[config.mk]
export PLATFORM = sky130hd
export DESIGN_NAME = burst_addr_gen
export DESIGN_NICKNAME = d
export VERILOG_FILES = /design/src/rtl/burst_pkg.sv /design/src/rtl/burst_seq_ctrl.sv /design/src/rtl/burst_beat_cnt.sv /design/src/rtl/burst_order_map.sv /design/src/rtl/burst_addr_gen.sv
export SDC_FILE = /design/constraint.sdc
export NUM_CORES = 1
export LEC_CHECK = 0
export ABC_CLOCK_PERIOD_IN_PS = 1000
export BUFFER_PORTS_ARGS = -buffer_cell sky130_fd_sc_hd__buf_2
export CAP_MARGIN = 5
export CORE_AREA = 8 8 45 47
export CTS_BUF_LIST = sky130_fd_sc_hd__clkbuf_2 sky130_fd_sc_hd__clkbuf_4 sky130_fd_sc_hd__clkbuf_8
export DETAILED_ROUTE_END_ITERATION = 8
export DIE_AREA = 0 0 53 55
export PLACE_DENSITY = 0.7
export SLEW_MARGIN = 20
export SYNTH_ARGS = -nofsm -noshare
export SYNTH_HDL_FRONTEND = slang
export SYNTH_HIERARCHICAL = 1
export SYNTH_SLANG_ARGS = --single-unit
[constraint.sdc]
create_clock -name clk -period 1 [get_ports clk]
set_input_delay 0.05 -clock clk [delete_from_list [all_inputs] [get_ports clk]]
set_output_delay 0.05 -clock clk [all_outputs]
set_load 0.01 [all_outputs]
[src/rtl/burst_pkg.sv]
package burst_pkg;

    // Width of the beat counter; a burst has 2**CNT_W beats
    localparam int CNT_W = 2;
    localparam int BEATS = 1 << CNT_W;

    typedef enum logic {
        ST_IDLE  = 1'b0,
        ST_BURST = 1'b1
    } seq_state_t;

    typedef enum logic {
        ORD_INTERLEAVED = 1'b0,
        ORD_LINEAR      = 1'b1
    } order_t;

endpackage

[src/rtl/burst_seq_ctrl.sv]
module burst_seq_ctrl
    import burst_pkg::*;
(
    input  logic   clk,
    input  logic   rst_n,
    input  logic   strobe_a,
    input  logic   strobe_b,
    input  logic   advance,
    input  logic   mode_in,
    output logic   load,
    output logic   step,
    output logic   active,
    output order_t order_q
);

    seq_state_t state_q;
    seq_state_t state_d;

    always_comb begin
        load = strobe_a | strobe_b;
    end

    // next-state logic
    always_comb begin
        state_d = state_q;
        unique case (state_q)
            ST_IDLE:  if (load) state_d = ST_BURST;   // T_START
            ST_BURST: state_d = ST_BURST;             // T_HOLD / T_RELOAD
            default:  state_d = ST_IDLE;
        endcase
    end

    // state register
    always_ff @(posedge clk) begin
        if (!rst_n) begin
            state_q <= ST_IDLE;                       // T_RESET
            order_q <= ORD_INTERLEAVED;
        end else begin
            state_q <= state_d;
            if (load) order_q <= order_t'(mode_in);
        end
    end

    // outputs
    always_comb begin
        active = 1'b0;
        step   = 1'b0;
        unique case (state_q)
            ST_IDLE:  begin
                active = 1'b0;
                step   = 1'b0;
            end
            ST_BURST: begin
                active = 1'b1;
                step   = advance & ~load;
            end
            default:  begin
                active = 1'b0;
                step   = 1'b0;
            end
        endcase
    end

    // order changes only on a strobe edge
    a_r10_order_held: assert property (@(posedge clk) disable iff (!rst_n)
        !load |=> $stable(order_q));

    // an idle controller never requests a step
    a_r11_idle_no_step: assert property (@(posedge clk) disable iff (!rst_n)
        !active |-> !step);

endmodule

[src/rtl/burst_beat_cnt.sv]
module burst_beat_cnt
    import burst_pkg::*;
(
    input  logic             clk,
    input  logic             rst_n,
    input  logic             load,
    input  logic             step,
    output logic [CNT_W-1:0] beat
);

    always_ff @(posedge clk) begin
        if (!rst_n) begin
            beat <= '0;
        end else if (load) begin
            beat <= '0;
        end else if (step) begin
            beat <= beat + CNT_W'(1);
        end
    end

    // a strobe restarts the beat count
    a_r3_load_restart: assert property (@(posedge clk) disable iff (!rst_n)
        load |=> beat == '0);

    // a step moves exactly one beat, wrapping modulo the burst length
    a_r4_single_step: assert property (@(posedge clk) disable iff (!rst_n)
        (step && !load) |=> beat == $past(beat) + CNT_W'(1));

    // no strobe and no step keeps the beat
    a_r5_suspend_hold: assert property (@(posedge clk) disable iff (!rst_n)
        (!step && !load) |=> $stable(beat));

endmodule

[src/rtl/burst_order_map.sv]
module burst_order_map
    import burst_pkg::*;
(
    input  order_t           order,
    input  logic [CNT_W-1:0] start,
    input  logic [CNT_W-1:0] beat,
    output logic [CNT_W-1:0] low_addr
);

    logic [CNT_W-1:0] lin_low;
    logic [CNT_W-1:0] ilv_low;

    always_comb begin
        lin_low = start + beat;
        ilv_low = start ^ beat;
    end

    always_comb begin
        unique case (order)
            ORD_LINEAR:      low_addr = lin_low;
            ORD_INTERLEAVED: low_addr = ilv_low;
            default:         low_addr = ilv_low;
        endcase
    end

endmodule

[src/rtl/burst_addr_gen.sv]
module burst_addr_gen
    import burst_pkg::*;
#(
    parameter int AW = 8
) (
    input  logic          clk,
    input  logic          rst_n,
    input  logic          strobe_a,
    input  logic          strobe_b,
    input  logic          advance,
    input  logic          linear_mode,
    input  logic [AW-1:0] addr_in,
    output logic [AW-1:0] addr_out,
    output logic          burst_active
);

    localparam int HI_W = AW - CNT_W;

    logic             load;
    logic             step;
    order_t           order_q;
    logic [CNT_W-1:0] beat;
    logic [CNT_W-1:0] low_addr;
    logic [AW-1:0]    base_q;

    burst_seq_ctrl u_ctrl (
        .clk      (clk),
        .rst_n    (rst_n),
        .strobe_a (strobe_a),
        .strobe_b (strobe_b),
        .advance  (advance),
        .mode_in  (linear_mode),
        .load     (load),
        .step     (step),
        .active   (burst_active),
        .order_q  (order_q)
    );

    burst_beat_cnt u_cnt (
        .clk   (clk),
        .rst_n (rst_n),
        .load  (load),
        .step  (step),
        .beat  (beat)
    );

    always_ff @(posedge clk) begin
        if (!rst_n) begin
            base_q <= '0;
        end else if (load) begin
            base_q <= addr_in;
        end
    end

    burst_order_map u_map (
        .order    (order_q),
        .start    (base_q[CNT_W-1:0]),
        .beat     (beat),
        .low_addr (low_addr)
    );

    always_comb begin
        addr_out = {base_q[AW-1:CNT_W], low_addr};
    end

    // a strobe presents the captured address on the next cycle
    a_r2_load_addr: assert property (@(posedge clk) disable iff (!rst_n)
        load |=> (addr_out == $past(addr_in)) && burst_active);

    // upper bits unchanged between strobes
    a_r8_upper_stable: assert property (@(posedge clk) disable iff (!rst_n)
        !load |=> $stable(addr_out[AW-1:CNT_W]));

    // without a strobe, an idle block keeps a zero address
    a_r11_idle_zero: assert property (@(posedge clk) disable iff (!rst_n)
        (!burst_active && !load) |=> (addr_out == '0) && !burst_active);

    initial begin
        a_r8_width_ok: assert (HI_W >= 1);
    end

endmodule

==> summary.md, run 1 <==
| Metric | Value |
|---|---|
| Die ar. | ~2900 um2 |
| Row cnt | 14 |
| Minimum clock period | between 1000 and 1500 ps |
| Clk_lat worst skew | about 260 ps |
| Port-buffer cells | 22 |
| XOR/XNOR Fraction of Synth Area | under 10% |
| Share of cells above drive strength 1 | between 40% and 50% |
| Chip Width | 53 um |
| IO Count | 23 |
| Complex-gate fraction of the synthesized area | under 10% |
| Top FF cell, synth | dfxtp_1 |
| Synth-to-Final Area Change | 26.83% |
| Synth top area share | ~44% |
| Clk sinks | 12 |
| Startpoint types | flip-flop |
| CTS tree | yes |
| Final RePlAce weighted congestion | between 0.6 and 0.7 |
| Fin area | ~690 um2 |
| Top area cells in the synthesized netlist | dfxtp_1, mux2i_1, nor2b_1, buf_4, xnor2_1 |
| First-pass GRT wire length | 1628 um |
| Avg Cell Area, Syn | 10.49 um2 |
| Worst r2r path cells | 4 |
| Fillers | 143 |
| Min-delay worst type | input port to flip-flop |
| Drt via density | 4.449 |
| Final setup fails | 1 |
| Die height | roughly 55 um |
| Final worst setup slack | -109.0 ps |
| Worst slew pin tran | between 150 and 200 ps |
| Main combinational cell family by area after synthesis | simple AND/OR/NAND/NOR gates |
| Crit path kind | flip-flop to output pin |
| Via Count | ~400 |
| Required @ worst endpoint | around 950 ps |
| Starting density of the core | 39.42% |
| Crit path DAT | roughly 1100 ps |
| CTS root buf | clkbuf_4 |
| Clock skew | roughly 1.4 ps |
| Residual DRC count | 0 |
| Antenna Violating Nets Remaining | 0 |
| Status | complete, but fails checks |
| Post-layout net count | 90 |
| Mux cell area share after synthesis | about 15% |
| Endpoints failing hold | 0 |
| CTS Buf Count | 3 |
| Pre-antenna DRT Iters | 3 |
| Final max-slew violation count | 0 |
| Grt total ovfl | 0 |
| Post-route insts no fill | 89 |
| HPWL after detailed placement | 821.2 um |
| Maxcap violations | 0 |
| Post-Synth Simple-Gate Area | roughly 17% |
| Leading area contributor after synthesis | dfxtp_1 |
| Leading cell type by number of instances after synthesis | dfxtp_1 |
| Failing checks | negative setup slack |
| Initial antenna violation count | 0 |
| TNS Setup | -109.0 ps |
| Core ar. | 1384 um2 |
| Peak VDD IR | about 0.00072 V |
| Placed Area | around 630 um2 |
| Ant. Diodes | 0 |
| CTS Hold Bufs | 0 |
| Period utilization | 110.9% |
| Clock slew at reported path FFs | roughly 70 ps |
| FF+latch count, synth | 12 |
| Largest net degree at the start of global routing | 13 |
| Synth Instances | 52 |
| Wirelength, routed | 1074 um |
| Netlist Area Pre-Place | about 550 um2 |
| Vias in the first global route | ~400 |
| Post-synth ARST share | 0% |
| Leak | around 0.34 nW |
| Synth unique cells | 18 |
| Crit end category | output pin |
| Cells after DPL | 85 |
| Total track usage | 7.414% |
| Yosys warns | 6 |
| Clock Path Buffers | 2 |
| Initial DRC Count | 2 |
| Adder-Cell Fraction of Synth Area | under 10% |
| Fmax achieved | between 0.9 and 1 GHz |
| DR WL/cell | roughly 12 um |
| Power Dens Cells | between 1000 and 1500 nW/um2 |
| Most frequent cells after synthesis | dfxtp_1, mux2i_1, nor2b_1 |
| H-tree level count | 1 |
| Cell depth of the worst hold path | 3 |
| Synthesized Nets | 67 |
| RSZ-0062 raised after global routing | true |
| Worst-path maximum fanout | 3 |
| Max_slew headroom | 87.14% |
| Number of flops mapped to enable cells by yosys | 0 |
| Post-synthesis sequential area ratio | roughly 44% |
==> per-layer routing <==
metal	share of wire [%]	track usage [%]	vias up
li1	-	-	209
met5	0	0	-
met3	12	4.278	0
met1	44	7.550	174
met2	44	12.50	13
met4	0	2.586	0
==> what timing repair did <==
| action | 4_1_cts | 5_1_grt |
|---|---|---|
| buffers inserted | 1 | 1 |
| pin swaps | 1 | 4 |
| endpoints found under the setup margin | 2 | 3 |
| gates resized for setup | 7 | 1 |
==> area by class of cell <==
cell class	count	area, um2	area share, %
Clock buffer	3	22.52	3.255
Multi-Input combinational cell	33	266.5	38.52
Sequential cell	12	244.0	35.26
Tap cell	16	20.02	2.893
Timing Repair Buffer	25	138.9	20.07
==> final timing paths <==
path / start / end / slack, ps
hold / removal: addr_in[2] / base_q[2] / 40
hold reg to reg: u_ctrl/order_q / u_ctrl/order_q / 480
setup reg to reg: u_ctrl/state_q / u_cnt/beat[1] / 140
setup / recovery: u_cnt/beat[1] / addr_out[1] / -110
==> metrics by stage <==
step | power (mW) | hold WS, ps | setup slack [ps] | util (%)
3_5_place_dp | 0.6667 | 314.7 | 46.08 | 45.84
2_1_floorplan | 0.6230 | 167.5 | 99.40 | -
6_report | 0.9430 | 40.17 | -109.0 | 50.00
5_1_grt | 1.004 | 51.20 | -183.8 | 50.00
4_1_cts | 0.9557 | 38.54 | -140.1 | 49.82
3_3_place_gp | 0.6639 | 310.5 | 88.95 | 45.84
==> worst max-delay path, cell delays in order, from the launching register on <==
cell and delay, ps:
dfxtp_2 350, xor2_1 170, xnor2_1 130, buf_2 150
==> registers in the layout, indices dropped and copies added (netlist names) <==
name and cells:
u_ctrl/order_q 1, u_cnt/beat 2, base_q 8, u_ctrl/state_q 1
==> placed cells by master, fill, tap and decap left out, types with 2 or more instances in the layout <==
cell	n
nand2_1	2
buf_2	21
dfxtp_2	3
xnor2_1	2
mux2i_1	8
clkbuf_4	3
nor2b_1	8
buf_4	3
dfxtp_1	9
==> power by group <==
group          leakage [nW]  switching (mW)  internal, mW  total (mW)
logic                 0.230          0.0638        0.0791       0.143
clock network        0.0138           0.142         0.139       0.281
registers             0.101          0.0145         0.505       0.519
total                 0.344           0.220         0.723       0.943
==> cells by family after synthesis <==
group | after synthesis
AOI/OAI and AO/OA | 5
xor gates and xnor gates | 3
adders and majority gates | 1
buffers and inverters | 7
DFF | 12
muxes | 8
and+or+nand+nor | 16
No activity file was read; power rests on OpenSTA's default activity.
==> inputs of run 2 (changes only) <==
CORE_AREA = default   (was 8 8 45 47)
CORE_MARGIN = 8   (was default)
CORE_UTILIZATION = 45   (was default)
DIE_AREA = default   (was 0 0 53 55)
GPL_TIMING_DRIVEN = 0   (was default)
PLACE_DENSITY = 0.74   (was 0.7)
SYNTH_HIERARCHICAL = default   (was 1)
==> run 2 against run 1 <==
  * The flow still finishes with violations (negative setup slack)
  * Count of clock-buffer cells in the layout grew 1
  * Critical endpoint unchanged
  * Routed wire length is 35% higher
  * Clock power increased by 35%
  * Hold slack got worse by 1.2 ps
  * Sequential cell count did not move
  * Non-clock buffer count is 10 higher
  * Largest cell class unchanged
==> summary.md, run 2 <==
| Metric | Value |
|---|---|
| Most frequent cells after synthesis | dfxtp_1, a21boi_1, or3b_1 |
| Total track usage | 10.82% (+3.4 points) |
| IO Count | 23 (unchanged) |
| Largest net degree at the start of global routing | 11 (-2) |
| Max_slew headroom | 72.46% (-15 points) |
| Most frequent cells in the layout | buf_2, or3b_1, a21boi_1 |
| Synth Instances | 63 (+21%) |
| DR WL/cell | 13.65 um (+13%) |
| CTS tree | yes |
| Cells after DPL | 100 (+18%) |
| Top area cells in the synthesized netlist | dfxtp_1, or3b_1, a21boi_1, buf_4, o21ai_0 |
| Post-synth ARST share | 0% (unchanged) |
| Final worst setup slack | -119.1 ps (-10.11 ps) |
| Status | complete, but fails checks |
| Starting density of the core | 47.81% (+8.4 points) |
| Peak VDD IR | 0.0008432 V (+16%) |
| Via Count | 537 (+36%) |
| CTS Hold Bufs | 0 (unchanged) |
| Avg Cell Area, Syn | 9.751 um2 (-7.0%) |
| Drt via density | 5.066 (+14%) |
| Fin area | 824.5 um2 (+19%) |
| Wirelength, routed | 1447 um (+35%) |
| Chip Width | 52.95 um (about the same) |
| Top FF cell, synth | dfxtp_1 |
| Antenna Violating Nets Remaining | 0 (unchanged) |
| Share of cells above drive strength 1 | 48.35% (-0.96 points) |
| Minimum clock period | 1119 ps (+10.11 ps) |
| Synth top area share | 39.10% (-4.9 points) |
| Leading area contributor after synthesis | dfxtp_1 |
| Yosys warns | 0 (-6) |
| Initial antenna violation count | 0 (unchanged) |
| CTS root buf | clkbuf_4 |
| Synth unique cells | 22 (+4) |
| Biggest register | base_q |
| Synth-to-Final Area Change | 34.22% |
| Dpl ws | 93.26 ps (+47.18 ps) |
| Worst slew pin tran | 413.2 ps (+220.3 ps) |
| Netlist Area Pre-Place | 614.3 um2 (+13%) |
| Die ar. | 2804 um2 (-3.8%) |
| First-pass GRT wire length | 2297 um (+41%) |
| Initial DRC Count | 3 (+1) |
| Grt total ovfl | 0 (unchanged) |
| Post-synthesis sequential area ratio | 39.10% (-4.9 points) |
| Final RePlAce weighted congestion | 0.6886 (+5.4%) |
| Clock slew at reported path FFs | 70 ps (about the same) |
| Die height | 52.95 um (-3.7%) |
| Placed Area | 743.2 um2 (+17%) |
| Final max-slew violation count | 0 (unchanged) |
| Post-layout net count | 107 (+19%) |
| TNS Setup | -148.0 ps (-39.01 ps) |
| Clock skew | 0.03142 ps (-1.367 ps) |
| Leading cell type by number of instances after synthesis | dfxtp_1 |
| Clk_lat worst skew | 270 ps (about the same) |
| Commonest non-fill, non-tap cell in the layout | buf_2 |
| Required @ worst endpoint | 950 ps (about the same) |
| HPWL after detailed placement | 1062 um (+29%) |
| Vias in the first global route | 545 (+35%) |
| Leak | 0.3851 nW (+12%) |
| Failing checks | negative setup slack |
| Core ar. | 1285 um2 (-7.1%) |
| Worst-path maximum fanout | 2 (-1) |
| Port-buffer cells | 22 (unchanged) |
| Crit path DAT | 1070 ps (about the same) |
| Regs by FF count | base_q (8), u_cnt.beat (2) |
| Startpoint types | flip-flop |
| Period utilization | 111.9% (+1.0 points) |
| Pre-antenna DRT Iters | 4 (+1) |
| Power Dens Cells | 1307 nW/um2 (-4.1%) |
| Max reg flops | 8 (unchanged) |
| Critical Path Start | base_q[1] |
| Critical R2R Launch | u_cnt.beat[1] |
| Maxcap violations | 0 (unchanged) |
| Fmax achieved | 0.8936 GHz (-0.90%) |
| Post-route insts no fill | 106 (+19%) |
| Clk sinks | 12 (unchanged) |
| Crit end category | output pin |
| H-tree level count | 1 (unchanged) |
| Fillers | 127 (-11%) |
| Row cnt | 13 (-1) |
| Crit path kind | flip-flop to output pin |
| FF+latch count, synth | 12 (unchanged) |
| Synthesized Nets | 78 (+16%) |
| RSZ-0062 raised after global routing | true |
| Residual DRC count | 0 (unchanged) |
| Number of flops mapped to enable cells by yosys | 0 (unchanged) |
| Endpoints failing hold | 0 (unchanged) |
| CTS Buf Count | 3 (unchanged) |
| Min-delay worst type | input port to flip-flop |
| Ant. Diodes | 0 (unchanged) |
| Hold_sp | addr_in[4] |
| Final setup fails | 3 (+2) |
| Core Util, Final | 64.17% (+14 points) |
| Clock Path Buffers | 2 (unchanged) |
[run 2: cell types whose count changed after synthesis, moves of 2 or more]
cell      change
mux2i_1       -8
or3b_1        +9
o21ai_0       +8
clkbuf_1      +3
nand2_1       -2
nor2b_1       -8
a21boi_1      +9
[run 2: routing by layer]
| metal | vias to the layer above | track usage (%) | wire length (um) |
|---|---|---|---|
| li1 | 276 | - | - |
| met1 | 247 | 11.82 | 614 |
| met2 | 14 | 17.97 | 723 |
| met3 | 0 | 5.882 | 110 |
| met4 | 0 | 2.155 | 0 |
| met5 | - | 0 | 0 |
[run 2: worst max-delay path, stage by stage (launching register included)]
cell,delay [ps]
dfxtp_2,330
xor2_1,190
xnor2_1,130
buf_2,150
[run 2: cell families (layout without fill, tap and decap cells)]
| group | count (synthesis) | count (layout) | share of synthesized area (%) |
|---|---|---|---|
| multiplexers | 1 | 1 | 1.833 |
| buffers and inverters | 11 | 39 | 11.81 |
| XOR/XNOR | 2 | 2 | 2.852 |
| adder cells (fa/ha/maj) | 1 | 1 | 2.036 |
| AND/OR/NAND/NOR | 15 | 15 | 19.75 |
| flip-flops | 12 | 12 | 39.10 |
| AO/OA/AOI/OAI | 21 | 21 | 22.61 |
[run 2: final timing paths]
check,end,slack [ps],cells past startpoint
setup / recovery,addr_out[1],-120,3
hold / removal,base_q[4],40,3
setup reg to reg,u_cnt.beat[1],-20,3
hold reg to reg,base_q[7],550,2
[run 2: layout make-up]
| type | count | area (um2) | area share (%) |
|---|---|---|---|
| buffer | 11 | 72.57 | 8.801 |
| clock buffer | 4 | 36.28 | 4.401 |
| multi-input combinational | 40 | 320.3 | 38.85 |
| sequential | 12 | 245.2 | 29.74 |
| tap | 15 | 18.77 | 2.276 |
| timing repair buffer | 24 | 131.4 | 15.93 |
[run 2: report_power, final]
group	total (mW)	leakage, nW	internal [mW]	switching (mW)
logic	0.178	0.263	0.0975	0.0804
clock network	0.380	0.0210	0.221	0.159
registers	0.520	0.101	0.505	0.0149
[run 2: per-stage QoR]
step                hold WS (ps)  total power [mW]
floorplan                  203.2            0.6294
global placement           317.6            0.6943
detailed placement         324.4            0.6986
CTS                        33.10             1.093
global route               36.26             1.133
finish                     38.95             1.078
[run 2: repair_timing]
item,CTS,global route
buffers inserted,2,0
setup endpoints to repair,2,3
pin swaps,4,2
gates resized for setup,8,1
==> inputs of run 3 (changes only) <==
CORE_AREA = 8 8 45 47   (was default)
CORE_MARGIN = default   (was 8)
CORE_UTILIZATION = default   (was 45)
DIE_AREA = 0 0 53 55   (was default)
PLACE_DENSITY = 0.7   (was 0.74)
SYNTH_HIERARCHICAL = 1   (was default)
==> run 3 against run 2 <==
  * The run still ends with negative setup slack left
  * Sequential share of layout area is 3.9 points higher
  * Die area is 4.0% higher
  * Setup slack worse by 14 ps
  * Count of clock-buffer cells in the layout is 1 lower
  * Cell count is 11% lower
  * Global-route usage is 2.3 points lower
  * Final area is 11% lower
==> summary.md, run 3 (synthesized netlist as in run 1, its figures left out) <==
| Metric | Value |
|---|---|
| HPWL after detailed placement | 839.6 um (-21%) |
| CTS tree | yes |
| CTS root buf | clkbuf_4 |
| Power Dens Cells | 1298 nW/um2 (-0.70%) |
| Post-layout net count | 95 (-11%) |
| Core Util, Final | 53.25% (-11 points) |
| Fillers | 137 (+7.9%) |
| H-tree level count | 1 (unchanged) |
| First-pass GRT wire length | 1807 um (-21%) |
| Drt via density | 4.553 (-10%) |
| Largest net degree at the start of global routing | 13 (+2) |
| Hold_sp | linear_mode |
| Residual DRC count | 0 (unchanged) |
| Clock Path Buffers | 2 (unchanged) |
| Antenna Violating Nets Remaining | 0 (unchanged) |
| Initial DRC Count | 3 (unchanged) |
| Worst-path maximum fanout | 2 (unchanged) |
| Crit end category | output pin |
| Fin area | 737.0 um2 (-11%) |
| Commonest non-fill, non-tap cell in the layout | buf_2 |
| Clk sinks | 12 (unchanged) |
| Initial antenna violation count | 0 (unchanged) |
| CTS Buf Count | 3 (unchanged) |
| Pre-antenna DRT Iters | 2 (-2) |
| Vias in the first global route | 438 (-20%) |
| Failing checks | negative setup slack |
| Biggest register | base_q |
| Final max-slew violation count | 0 (unchanged) |
| Max_slew headroom | 87.82% (+15 points) |
| Synth-to-Final Area Change | 35.09% |
| Routed wire length on met2 | 511 um (-29%) |
| Ant. Diodes | 0 (unchanged) |
| Critical Path Start | u_cnt/beat[0] |
| Max reg flops | 8 (unchanged) |
| Wirelength, routed | 1076 um (-26%) |
| Starting density of the core | 39.42% (-8.4 points) |
| Worst hold slack | 34.14 ps (-4.809 ps) |
| Clk_lat worst skew | 260 ps (about the same) |
| Via Count | 428 (-20%) |
| Clock slew at reported path FFs | 60 ps (about the same) |
| Final RePlAce weighted congestion | 0.6751 (-2.0%) |
| Die height | 55 um (+3.9%) |
| Chip Width | 53 um (about the same) |
| Final worst setup slack | -132.7 ps (-13.61 ps) |
| Power Internal | 0.7373 mW (-10%) |
| Flop pwr share | 54.2% (+6.0 points) |
| Worst slew pin tran | 182.8 ps (-230.4 ps) |
| Crit path DAT | 1080 ps (about the same) |
| Endpoints failing hold | 0 (unchanged) |
| Placed Area | 675.6 um2 (-9.1%) |
| Leak | 0.3732 nW (-3.1%) |
| Regs by FF count | base_q (8), u_cnt/beat (2) |
| Core ar. | 1384 um2 (+7.7%) |
| Status | complete, but fails checks |
| Minimum clock period | 1133 ps (+13.61 ps) |
| Clock share of power | 29.1% (-6.2 points) |
| Clock skew | 0.3598 ps (+0.3284 ps) |
| Total track usage | 8.507% (-2.3 points) |
| Most frequent cells in the layout | buf_2, mux2i_1, nor2b_1, dfxtp_1, buf_4 |
| Maxcap violations | 0 (unchanged) |
| Combinational power share | 16.8% (+0.3 points) |
| Peak VDD IR | 0.0006496 V (-23%) |
| Final setup fails | 2 (-1) |
| Share of cells above drive strength 1 | 53.85% (+5.5 points) |
| Required @ worst endpoint | 950 ps (about the same) |
| Sw frac | 22.92% (-0.69 points) |
| Top Layer Used | met3 |
| Die ar. | 2915 um2 (+4.0%) |
| Period utilization | 113.3% (+1.4 points) |
| Fmax achieved | 0.8828 GHz (-1.2%) |
| Dpl ws | 21.45 ps (-71.81 ps) |
| Crit path kind | flip-flop to output pin |
| Wire length on met3 | 113 um (+2.7%) |
| RSZ-0062 raised after global routing | true |
| Wire length on met1 | 451 um (-27%) |
| Min-delay worst type | input port to flip-flop |
| Grt total ovfl | 0 (unchanged) |
| CTS Hold Bufs | 0 (unchanged) |
| Critical R2R Launch | u_ctrl/state_q |
| Startpoint types | flip-flop |
| DR WL/cell | 11.45 um (-16%) |
| Port-buffer cells | 22 (unchanged) |
| IO Count | 23 (unchanged) |
| Net Switching | 0.2193 mW (-14%) |
| Row cnt | 14 (+1) |
## run 3: cell types whose count changed in the layout (fill, tap and decap cells not counted), sizes merged, moves of 2 or more
cell    before  now
nand2        1    3
nor2b        0    8
buf         32   30
a21boi      10    0
or3b         9    0
clkbuf       7    3
mux2i        0    8
o21ai        9    1
## run 3: power groups by stage
stage	logic, mW	clock network, mW	registers, mW
6_report	0.160	0.278	0.518
5_1_grt	0.180	0.319	0.522
4_1_cts	0.163	0.299	0.518
3_5_place_dp	0.157	0	0.529
3_3_place_gp	0.154	0	0.528
2_1_floorplan	0.0953	0	0.528
## run 3: layout make-up
cell class	instances	area [um2]	share of cell area [%]
clock buffers	3	22.52	3.056
plain buffers	7	56.30	7.640
repair buffers	23	123.9	16.81
multi-input cells	33	266.5	36.16
well taps	16	20.02	2.716
flip-flops and latches	12	247.7	33.62
## run 3: worst max-delay path: stages (launching register included)
cell,delay (ps)
dfxtp_4,360
ha_4,150
nand2_2,50
xnor2_1,110
buf_2,150
## run 3: final timing paths
path / slack [ps] / end / cells past startpoint
worst min-delay path: 30 / u_ctrl/order_q / 3
worst max register to register: 130 / u_cnt/beat[1] / 4
worst max-delay path: -130 / addr_out[1] / 4
worst min register to register: 460 / u_ctrl/order_q / 2
## run 3: per-stage QoR
step	total power, mW	cells	setup TNS (ps)
2_1_floorplan	0.6230	52	0
3_3_place_gp	0.6818	90	0
3_5_place_dp	0.6858	90	0
4_1_cts	0.9802	94	-188.9
5_1_grt	1.021	94	-238.7
6_report	0.9566	94	-150.2
## run 3: what timing repair did
action / 4_1_cts / 5_1_grt
hold endpoints to repair: 0 / 0
resized for setup: 7 / 3
endpoints found under the setup margin: 2 / 4
pin swaps: 4 / 4
setup buffers: 1 / 0
## run 3: layer usage
layer	global-route usage, %	vias up
li1	-	220
met1	8.308	191
met2	14.06	17
met3	5.348	0
met4	3.879	0
met5	0	-
